$ cat src/rtl/sysclk_pkg.sv
package sysclk_pkg;
  localparam int CW = 6;
  localparam int B_DIV0  = 0;
  localparam int B_DIV1  = 1;
  localparam int B_SRC   = 2;
  localparam int B_SUB   = 3;
  localparam int B_MSTOP = 4;
  localparam int B_RSTOP = 5;

  localparam logic [1:0] DIV_HIGH = 2'b00;
  localparam logic [1:0] DIV_MID  = 2'b01;
  localparam logic [1:0] DIV_LOW  = 2'b10;
  localparam logic [1:0] DIV_RSV  = 2'b11;

  localparam logic [CW-1:0] CTRL_RST = 6'b010001;

  localparam int OSC_N    = 3;
  localparam int OSC_RC   = 0;
  localparam int OSC_MAIN = 1;
  localparam int OSC_SUB  = 2;

  typedef enum logic [1:0] {
    PW_RUN  = 2'd0,
    PW_WAIT = 2'd1,
    PW_STOP = 2'd2,
    PW_WAKE = 2'd3
  } pwr_t;
endpackage

$ cat src/rtl/sysclk_ctrl_reg.sv
module sysclk_ctrl_reg
  import sysclk_pkg::*;
#(
  parameter int STAB_TICKS = 8192
) (
  input  logic          clk,
  input  logic          rst,
  input  logic          wr_en,
  input  logic [CW-1:0] wr_data,
  input  logic          err_clr,
  input  logic          in_run,
  input  logic          main_tk,
  output logic [CW-1:0] ctrl_q,
  output logic          err_q,
  output logic          ready_q,
  output logic          accept
);
  localparam int SW = $clog2(STAB_TICKS + 1);

  logic [CW-1:0] diff;
  logic          ok;
  logic          main_good;
  logic          rc_good;
  logic          low_now;
  logic [SW-1:0] stab_cnt;

  always_comb begin
    diff      = ctrl_q ^ wr_data;
    main_good = !ctrl_q[B_MSTOP] && ready_q;
    rc_good   = !ctrl_q[B_RSTOP];
    low_now   = (ctrl_q[B_DIV1:B_DIV0] == DIV_LOW);
    ok = in_run && ($countones(diff) == 1) &&
         (wr_data[B_DIV1:B_DIV0] != DIV_RSV);
    if (diff[B_DIV0])
      ok = ok && !ctrl_q[B_DIV1];
    if (diff[B_DIV1]) begin
      if (wr_data[B_DIV1:B_DIV0] == DIV_LOW)
        ok = ok && ctrl_q[B_SUB];
      else
        ok = ok && (ctrl_q[B_SRC] ? main_good : rc_good);
    end
    if (diff[B_SRC])
      ok = ok && (wr_data[B_SRC] ? main_good : rc_good);
    if (diff[B_SUB] && !wr_data[B_SUB])
      ok = ok && !low_now;
    if (diff[B_MSTOP] && wr_data[B_MSTOP])
      ok = ok && !(ctrl_q[B_SRC] && !low_now);
    if (diff[B_RSTOP] && wr_data[B_RSTOP])
      ok = ok && !(!ctrl_q[B_SRC] && !low_now);
    accept = wr_en && ok;
  end

  always_ff @(posedge clk) begin
    if (rst) begin
      ctrl_q <= CTRL_RST;
      err_q  <= 1'b0;
    end else begin
      if (accept)
        ctrl_q <= wr_data;
      if (wr_en && !ok)
        err_q <= 1'b1;
      else if (err_clr)
        err_q <= 1'b0;
    end
  end

  always_ff @(posedge clk) begin
    if (rst || ctrl_q[B_MSTOP]) begin
      stab_cnt <= '0;
      ready_q  <= 1'b0;
    end else if (!ready_q && main_tk) begin
      if (stab_cnt == SW'(STAB_TICKS - 1))
        ready_q <= 1'b1;
      else
        stab_cnt <= stab_cnt + 1'b1;
    end
  end
endmodule

$ cat src/rtl/sysclk_divider.sv
module sysclk_divider
  import sysclk_pkg::*;
#(
  parameter int RATIO_HIGH = 2,
  parameter int RATIO_MID  = 8,
  parameter int RATIO_LOW  = 2
) (
  input  logic       clk,
  input  logic       rst,
  input  logic       clr,
  input  logic       tick,
  input  logic [1:0] div,
  input  logic       gate,
  output logic       clk_en
);
  localparam int RMAX = (RATIO_HIGH > RATIO_MID) ?
                        ((RATIO_HIGH > RATIO_LOW) ? RATIO_HIGH : RATIO_LOW) :
                        ((RATIO_MID > RATIO_LOW) ? RATIO_MID : RATIO_LOW);
  localparam int DW = $clog2(RMAX + 1);

  logic [DW-1:0] cnt;
  logic [DW-1:0] lim;
  logic          wrap;

  always_comb begin
    unique case (div)
      DIV_HIGH: lim = DW'(RATIO_HIGH - 1);
      DIV_MID:  lim = DW'(RATIO_MID - 1);
      default:  lim = DW'(RATIO_LOW - 1);
    endcase
    wrap = tick && (cnt == lim);
  end

  always_ff @(posedge clk) begin
    if (rst || clr) begin
      cnt    <= '0;
      clk_en <= 1'b0;
    end else begin
      if (tick)
        cnt <= wrap ? '0 : cnt + 1'b1;
      clk_en <= wrap && gate;
    end
  end
endmodule

$ cat src/rtl/sysclk_power.sv
module sysclk_power
  import sysclk_pkg::*;
#(
  parameter int WAKE_FAST = 8000,
  parameter int WAKE_SUB0 = 512,
  parameter int WAKE_SUB1 = 8192
) (
  input  logic clk,
  input  logic rst,
  input  logic wait_req,
  input  logic stop_req,
  input  logic wake_evt,
  input  logic src_tick,
  input  logic low_mode,
  input  logic cnt_sel,
  output pwr_t st_q,
  output pwr_t st_nxt
);
  localparam int WMAX = (WAKE_FAST > WAKE_SUB0) ?
                        ((WAKE_FAST > WAKE_SUB1) ? WAKE_FAST : WAKE_SUB1) :
                        ((WAKE_SUB0 > WAKE_SUB1) ? WAKE_SUB0 : WAKE_SUB1);
  localparam int WW = $clog2(WMAX + 1);

  logic [WW-1:0] wcnt;
  logic [WW-1:0] wlim;
  logic          wdone;

  assign wdone = src_tick && (wcnt == wlim);

  always_comb begin
    st_nxt = st_q;
    unique case (st_q)
      PW_RUN: begin
        if (stop_req)      st_nxt = PW_STOP;
        else if (wait_req) st_nxt = PW_WAIT;
      end
      PW_WAIT: if (wake_evt) st_nxt = PW_RUN;
      PW_STOP: if (wake_evt) st_nxt = PW_WAKE;
      PW_WAKE: if (wdone)    st_nxt = PW_RUN;
      default: st_nxt = PW_RUN;
    endcase
  end

  always_ff @(posedge clk) begin
    if (rst) begin
      st_q <= PW_RUN;
      wcnt <= '0;
      wlim <= '0;
    end else begin
      st_q <= st_nxt;
      if (st_q == PW_STOP) begin
        wcnt <= '0;
        if (low_mode)
          wlim <= cnt_sel ? WW'(WAKE_SUB1 - 1) : WW'(WAKE_SUB0 - 1);
        else
          wlim <= WW'(WAKE_FAST - 1);
      end else if (st_q == PW_WAKE && src_tick && !wdone) begin
        wcnt <= wcnt + 1'b1;
      end
    end
  end
endmodule

$ cat src/rtl/sysclk_mode_ctrl.sv
module sysclk_mode_ctrl
  import sysclk_pkg::*;
#(
  parameter int RATIO_HIGH = 2,
  parameter int RATIO_MID  = 8,
  parameter int RATIO_LOW  = 2,
  parameter int STAB_TICKS = 8192,
  parameter int WAKE_FAST  = 8000,
  parameter int WAKE_SUB0  = 512,
  parameter int WAKE_SUB1  = 8192
) (
  input  logic       clk,
  input  logic       rst,
  input  logic       wr_en,
  input  logic [5:0] wr_data,
  input  logic       err_clr,
  input  logic       cnt_sel,
  input  logic       wait_req,
  input  logic       stop_req,
  input  logic       wake_evt,
  input  logic       rc_tick,
  input  logic       main_tick,
  input  logic       sub_tick,
  output logic       clk_en,
  output logic [5:0] ctrl_q,
  output logic       err_flag,
  output logic       main_ready,
  output logic [1:0] pwr_state,
  output logic       rc_on,
  output logic       main_on,
  output logic       sub_on
);
  pwr_t               st_q;
  pwr_t               st_nxt;
  logic               accept;
  logic [OSC_N-1:0]   raw_tk;
  logic [OSC_N-1:0]   osc_en;
  logic [OSC_N-1:0]   tk_ok;
  logic               sel_tk;
  logic               low_mode;
  logic               div_clr;

  assign raw_tk = {sub_tick, main_tick, rc_tick};
  assign osc_en[OSC_RC]   = !ctrl_q[B_RSTOP];
  assign osc_en[OSC_MAIN] = !ctrl_q[B_MSTOP];
  assign osc_en[OSC_SUB]  = ctrl_q[B_SUB];

  for (genvar i = 0; i < OSC_N; i++) begin : g_osc
    assign tk_ok[i] = raw_tk[i] && osc_en[i] && (st_q != PW_STOP);
  end

  assign rc_on   = osc_en[OSC_RC]   && (st_q != PW_STOP);
  assign main_on = osc_en[OSC_MAIN] && (st_q != PW_STOP);
  assign sub_on  = osc_en[OSC_SUB]  && (st_q != PW_STOP);

  assign low_mode = (ctrl_q[B_DIV1:B_DIV0] == DIV_LOW);
  assign sel_tk   = low_mode ? tk_ok[OSC_SUB] :
                    (ctrl_q[B_SRC] ? tk_ok[OSC_MAIN] : tk_ok[OSC_RC]);
  assign div_clr  = accept || (st_q == PW_STOP) || (st_q == PW_WAKE);
  assign pwr_state = st_q;

  sysclk_ctrl_reg #(.STAB_TICKS(STAB_TICKS)) u_reg (
    .clk     (clk),
    .rst     (rst),
    .wr_en   (wr_en),
    .wr_data (wr_data),
    .err_clr (err_clr),
    .in_run  (st_q == PW_RUN),
    .main_tk (tk_ok[OSC_MAIN]),
    .ctrl_q  (ctrl_q),
    .err_q   (err_flag),
    .ready_q (main_ready),
    .accept  (accept)
  );

  sysclk_divider #(
    .RATIO_HIGH (RATIO_HIGH),
    .RATIO_MID  (RATIO_MID),
    .RATIO_LOW  (RATIO_LOW)
  ) u_div (
    .clk    (clk),
    .rst    (rst),
    .clr    (div_clr),
    .tick   (sel_tk),
    .div    (ctrl_q[B_DIV1:B_DIV0]),
    .gate   (st_nxt == PW_RUN),
    .clk_en (clk_en)
  );

  sysclk_power #(
    .WAKE_FAST (WAKE_FAST),
    .WAKE_SUB0 (WAKE_SUB0),
    .WAKE_SUB1 (WAKE_SUB1)
  ) u_pwr (
    .clk      (clk),
    .rst      (rst),
    .wait_req (wait_req),
    .stop_req (stop_req),
    .wake_evt (wake_evt),
    .src_tick (sel_tk),
    .low_mode (low_mode),
    .cnt_sel  (cnt_sel),
    .st_q     (st_q),
    .st_nxt   (st_nxt)
  );
endmodule

$ cat config.mk
export PLATFORM = sky130hd
export DESIGN_NAME = sysclk_mode_ctrl
export DESIGN_NICKNAME = d
export VERILOG_FILES = /design/src/rtl/sysclk_pkg.sv /design/src/rtl/sysclk_ctrl_reg.sv /design/src/rtl/sysclk_divider.sv /design/src/rtl/sysclk_power.sv /design/src/rtl/sysclk_mode_ctrl.sv
export SDC_FILE = /design/constraint.sdc
export NUM_CORES = 1
export LEC_CHECK = 0
export BUFFER_PORTS_ARGS = -buffer_cell sky130_fd_sc_hd__buf_4
export CORE_AREA = 2 2 70 72
export CTS_CLUSTER_SIZE = 12
export DETAILED_ROUTE_END_ITERATION = 8
export DIE_AREA = 0 0 72 74
export PLACE_DENSITY = 0.77
export SLEW_MARGIN = 20
export SYNTH_ARGS = -nofsm -noshare
export SYNTH_HDL_FRONTEND = slang
export SYNTH_HIERARCHICAL = 1
export SYNTH_SLANG_ARGS = --single-unit
export TNS_END_PERCENT = 50
$ cat constraint.sdc
create_clock -name clk -period 11.2 [get_ports clk]
set_clock_uncertainty 0.15 [all_clocks]
set_input_delay 0.56 -clock clk [delete_from_list [all_inputs] [get_ports clk]]
set_output_delay 0.56 -clock clk [all_outputs]
set_load 0.05 [all_outputs]
==> impl_metrics.yaml, run 1 <==
setup_path:
  critPathLaunchType: "flop"
  crit_arrival_ns: 4.04
  cp.buffers_inverters: 4
  critPathKind: "reg -> reg"
  cp_max_fo: 7
  worstPathRequired_ns: 11.25
  end_kind: "flop"
  path_cells: "xnor2_1 -> inv_1 -> fa_1 -> inv_1 -> fa_1 -> inv_1 -> ha_1 -> inv_1 -> fa_1 -> nand4_1 -> a221oi_2 -> nand4_1 -> nor2_1 -> or2_1 -> nor2_1 -> and4_1"
  crit_family: "adder cells"
  critPathMaxStageDelay_ns: 0.54
  cpMostUsedCell: "inv_1"
  slowest_stage: "fa_1"
timing:
  setup_viol: 0
  layout_min_cycle_time_ns: 4.00
  fmax_mhz: 250
  timing.final.max_slew_violations: 0
  slew_headroom_pct: 52.2
  rsz0062_at_grt: "false"
  hold_violations: 0
  period_share_pct: 35.7
  setup-tns-final_ns: 0
  worst_pin_slew_ns: 0.717
yosys:
  synthCells: 316
  synth-main-ff-cell: "dfxtp_1"
  ys_warn_count: 6
  yosys.area_share.simple_pct: 30.9
  synth_area_sq_um: 2670
  yosysMostFrequentCell: "dfxtp_1"
  syn-num-nets: 343
  synthArstFlopShare_pct: 0
  yosys-top-cells-count: "dfxtp_1, nor2_1, a21oi_1"
  synth-seq-area-share_pct: 34.5
  synth_compound_area_share_pct: 16.8
  synthAdderAreaFrac_pct: 5.53
  synth_largest_area_cell: "dfxtp_1"
  synth_xor_area_share_pct: 5.57
  synth.distinct_cells: 66
  yosys-top-cells-area: "dfxtp_1, nor2_1, a21oi_1"
  synth-edff-count: 0
  syn-mean-instance-area_sq_um: 8.45
  yosys-mux-area-fraction_pct: 2.06
  ys_ff_latch: 46
  synth_top_area_share_pct: 34.5
  synth_top_family_by_area: "simple AND/OR/NAND/NOR gates"
route:
  first_pass_iters: 4
  vias_per_cell: 5.97
  wl_per_cell_um: 14.0
  top_layer: "met4"
  routed_wl_um: 5580
  vias: 2387
  met1_length_um: 2530
  postRouteAntennaNets: 0
  wl_met2_um: 2810
  first_iter_violations: 153
  drc: 0
  wl_met3_um: 196
clock_tree:
  cts_buffers: 5
  numClockSinks: 46
  clk_pin_slew_ns: 0.09
  ctsResizeCount: 0
  clockBufferDepth: 2
  ctsHoldBuffers: 0
  cts_max_level: 2
  root_buffer: "clkbuf_8"
  cts_tree: "built"
  post_cts_buffers: 0
  clkLatencyLatePin_ns: 0.29
die:
  die_width_um: 72
  dieArea_sq_um: 5330
  die_h_um: 74
  coreArea_sq_um: 4600
  ios: 31
  initial_core_util_pct: 58.1
  rows: 25
pwr:
  peakVddDrop_mv: 0.0853
  p_leak_uw: 0.00111
  cellPowerDensity_nw_per_um2: 109
global_routing:
  grt_max_degree: 31
  antenna_found_initial: 0
  grt_usage_pct: 22.7
  overflow: 0
  grt_pass1_wl_um: 9730
  grt_pass1_vias: 2183
final_layout:
  drive_above_1_share_pct: 16.5
  fillers: 396
  area_growth_syn_to_layout_pct: 12.3
  stdcell_area_sq_um: 3000
  fin_util_pct: 65.3
  diodes: 0
  regArea_sq_um: 921
  multiInputGateArea_sq_um: 1630
  nNetsFinal: 372
worst_hold_path:
  holdCritPathClass: "reg -> reg"
placed_design:
  dpl.hpwl_um: 4080
  post_dp_cell_area_sq_um: 2910
  io_buffers: 30
  gp_congestion: 0.815
job:
  drv_cap: 0
status:
  status: "completed"
-- worst reg2reg max path, delay by kind of cell, from the launching register on --
| family | cells | cell delay [ns] |
|---|---|---|
| buffers and inverters | 4 | 0.29 |
| adder cells (fa/ha/maj) | 4 | 1.62 |
| AND/OR/NAND/NOR | 6 | 0.82 |
| AO/OA/AOI/OAI | 1 | 0.28 |
| XOR/XNOR | 1 | 0.36 |
| flip-flops | 1 | 0.38 |
-- final cells by class --
type,count,share of cell area (%)
Clock buffer,6,2.42
Timing Repair Buffer,30,7.51
Tap cell,54,2.25
Sequential cell,46,30.7
Inverter,20,2.50
Clock inverter,2,0.459
Multi-Input combinational cell,242,54.2
-- layer usage --
| layer | vias up | track usage (%) |
|---|---|---|
| li1 | 1197 | - |
| met5 | - | 0 |
| met3 | 5 | 3.93 |
| met2 | 42 | 40.1 |
| met4 | 0 | 5.66 |
| met1 | 1143 | 29.1 |
-- final timing paths --
check	from	slack, ns	end	cells after the start
worst min-delay path	u_pwr/wcnt[13]	0.34	u_pwr/wcnt[13]	2
worst min register to register	u_pwr/wcnt[13]	0.34	u_pwr/wcnt[13]	2
worst max register to register	u_reg/ctrl_q[1]	7.20	u_div/clk_en	16
worst max-delay path	u_reg/ctrl_q[1]	7.20	u_div/clk_en	16
-- metrics by stage --
step	worst slack (ns)	total power, uW	cells	hold WS [ns]
after floorplan	7.24	215	316	0.294
after global placement	7.09	230	392	0.310
after detailed placement	6.96	231	392	0.316
after CTS	7.23	330	400	0.330
after global routing	6.96	345	400	0.349
final	7.20	328	400	0.342
-- sequential cells by signal, indices dropped and copies added, names as in the netlist --
signal	flops
u_pwr/wcnt	14
u_reg/stab_cnt	14
u_reg/ready_q	1
u_div/clk_en	1
u_pwr/wlim	3
u_pwr/st_q	2
u_reg/ctrl_q	6
u_reg/err_q	1
u_div/cnt	4
-- logic make-up (layout without fill, tap and decap cells) --
| kind of cell | after synthesis | count (layout) |
|---|---|---|
| fa+ha+maj | 10 | 10 |
| xor+xnor | 17 | 17 |
| flops | 46 | 46 |
| buf+inv | 28 | 58 |
| mux | 5 | 5 |
| simple gates | 144 | 144 |
| compound gates | 66 | 66 |
-- placed cells by master (no fill, tap or decap), drive strengths merged, types with 10 or more instances in the layout --
cell    n
or3    10
o21ai  14
nand4  11
nand2  19
a21oi  21
nand3  15
inv    20
buf    30
nor2   34
xnor2  11
dfxtp  46
-- report_power, final --
group	internal [uW]	switching (uW)	total, uW
Sequential	167	5.86	172
Clock	44.1	55.7	99.8
Combinational	21.3	34.4	55.7
Power figures use the tool's default switching activity.
==> run 2: changes to the inputs <==
Settings changed: CORE_AREA 2 2 70 72 to 2 2 74 76, DIE_AREA 0 0 72 74 to 0 0 76 78, PLACE_DENSITY 0.77 to 0.72.
Clock period 11.2 ns to 3.5 ns, I/O delays scaled along.
==> run 2 against run 1 <==
The run now ends with negative setup slack left. Critical endpoint is now u_reg/ctrl_q[4]. Die area is 11% higher. Fmax is 11% higher. Clock-buffer cell count is 1 higher. Via count is 0.50% higher. Wire length is 2.1% higher. Worst hold slack worse by 0.33 ns. Final area is 7.9% higher.
==> impl_metrics.yaml, run 2 (same netlist as run 1, synthesis figures left out) <==
worst_hold_path:
  hold_path_end: "u_reg/ctrl_q[1]"
  min_from: "rst"
  holdCritPathClass: "in -> reg"
  holdPathStages: 2
timing:
  rsz0062_at_grt: "true"
  hold_violations: 0
  slew_headroom_pct: 63.5
  worst_pin_slew_ns: 0.544
  layout_min_cycle_time_ns: 3.59
  period_share_pct: 103
  setup_viol: 6
  setup-tns-final_ns: -0.380
  timing.final.max_slew_violations: 0
  fmax_mhz: 278
  setup_slack_ns: -0.0917
setup_path:
  startpoint: "u_reg/ctrl_q[3]"
  crit_family: "adder cells"
  critPathMaxStageDelay_ns: 0.48
  cpMostUsedCell: "fa_1"
  slowest_stage: "fa_1"
  rr_startpoint: "u_reg/ctrl_q[3]"
  r2r-end: "u_reg/ctrl_q[4]"
  r2r_slack_ns: -0.09
  worstPathRequired_ns: 3.58
  end_kind: "flop"
  cp.buffers_inverters: 5
  critPathLaunchType: "flop"
  reg2reg_depth: 15
  cp_max_fo: 5
  crit_arrival_ns: 3.67
  critPathKind: "reg -> reg"
  path_cells: "ha_4 -> inv_2 -> fa_1 -> inv_1 -> fa_1 -> inv_1 -> ha_2 -> inv_2 -> fa_1 -> nand4_1 -> a221oi_2 -> buf_4 -> o2111a_2 -> a21oi_1 -> a21oi_1"
route:
  first_iter_violations: 113
  drc: 0
  vias: 2399
  wl_per_cell_um: 13.2
  vias_per_cell: 5.57
  first_pass_iters: 4
  routed_wl_um: 5700
  postRouteAntennaNets: 0
clock_tree:
  cts_tree: "built"
  root_buffer: "clkbuf_8"
  numClockSinks: 46
  clockBufferDepth: 2
  clk_pin_slew_ns: 0.08
  cts_max_level: 2
  clkLatencyLatePin_ns: 0.29
  cts_buffers: 5
global_routing:
  grt_max_degree: 29
  overflow: 0
  antenna_found_initial: 0
  grt_usage_pct: 20.5
  grt_pass1_vias: 2263
  grt_pass1_wl_um: 10100
pwr:
  clkPwrFrac_pct: 30.7
  comb_power_share_pct: 19.6
  peakVddDrop_mv: 0.221
  cellPowerDensity_nw_per_um2: 337
  internal-power_uw: 778
  p_switching_uw: 312
  power.total_uw: 1090
  p_sw_share_pct: 28.6
  p_leak_uw: 0.00119
  p_seq_share_pct: 49.7
placed_design:
  gp_congestion: 0.839
  dpl.hpwl_um: 4140
  io_buffers: 30
  dp_worst_setup_slack_ns: -0.0732
die:
  die_width_um: 76
  coreArea_sq_um: 5040
  ios: 31
  dieArea_sq_um: 5930
  initial_core_util_pct: 53.0
  rows: 26
  die_h_um: 78
final_layout:
  fin_util_pct: 64.2
  regArea_sq_um: 930
  fillers: 440
  area_growth_syn_to_layout_pct: 21.2
  multiInputGateArea_sq_um: 1710
  largest_registers: "u_pwr/wcnt (14), u_reg/stab_cnt (14), u_reg/ctrl_q (6)"
  diodes: 0
  layout_commonest_cell: "dfxtp_1"
  nNetsFinal: 387
  layout_common_cells: "dfxtp_1, buf_4, nor2_1, nand2_1, a21oi_1"
  drive_above_1_share_pct: 23.8
status:
  violations: "negative setup slack"
  status: "finished with violations"
job:
  drv_cap: 0
[run 2: worst reg2reg max path, delay by kind of cell, from the launching register on]
kind            cells  cell delay, ns
simple gates        1            0.11
buf+inv             5            0.35
fa+ha+maj           5            1.80
flops               1            0.36
compound gates      4            0.77
[run 2: per-layer routing]
metal / part of all wire (%) / vias to the layer above / global-route usage (%)
met3: 3.2 / 4 / 4.07
met1: 48 / 1124 / 27.2
met2: 48 / 34 / 34.6
li1: - / 1237 / -
met5: 0 / - / 0
met4: 0.81 / 0 / 4.91
[run 2: worst max-delay path by stage]
stage | end | slack, ns | depth (start not counted)
CTS | u_reg/ctrl_q[2] | -0.03 | 15
global placement | u_reg/ctrl_q[0] | 0.0009 | 14
detailed placement | u_reg/ctrl_q[0] | -0.07 | 14
global route | u_reg/ctrl_q[4] | -0.20 | 15
floorplan | u_div/clk_en | -0.03 | 16
finish | u_reg/ctrl_q[4] | -0.09 | 15
[run 2: through the flow]
step	area, sq um	cells	hold WS (ns)
6_report	3240	431	0.0131
5_1_grt	3240	431	0.0182
4_1_cts	3200	430	0.000593
3_5_place_dp	3030	417	0.303
3_3_place_gp	3030	417	0.299
2_1_floorplan	2700	316	0.0844
[run 2: final cells by class]
class | instances | share of cell area, %
multi-input combinational | 242 | 52.7
sequential | 46 | 28.7
timing repair buffer | 45 | 10.7
tap | 70 | 2.70
clock buffer | 7 | 2.67
inverter | 20 | 2.32
clock inverter | 1 | 0.155
[run 2: power groups by stage]
| stage | sequential, uW | clock (uW) | combinational (uW) |
|---|---|---|---|
| 2_1_floorplan | 574 | 0 | 116 |
| 3_3_place_gp | 553 | 0 | 197 |
| 4_1_cts | 541 | 349 | 210 |
| 3_5_place_dp | 553 | 0 | 200 |
| 6_report | 541 | 335 | 214 |
| 5_1_grt | 543 | 373 | 234 |
[run 2: what timing repair did]
| action | in CTS | in global routing |
|---|---|---|
| pin swaps | 12 | 4 |
| setup endpoints to repair | 12 | 12 |
| hold endpoints to repair | 3 | 1 |
| gates resized for setup | 6 | 8 |
| setup buffers | 2 | 0 |
| hold buffers | 3 | 1 |
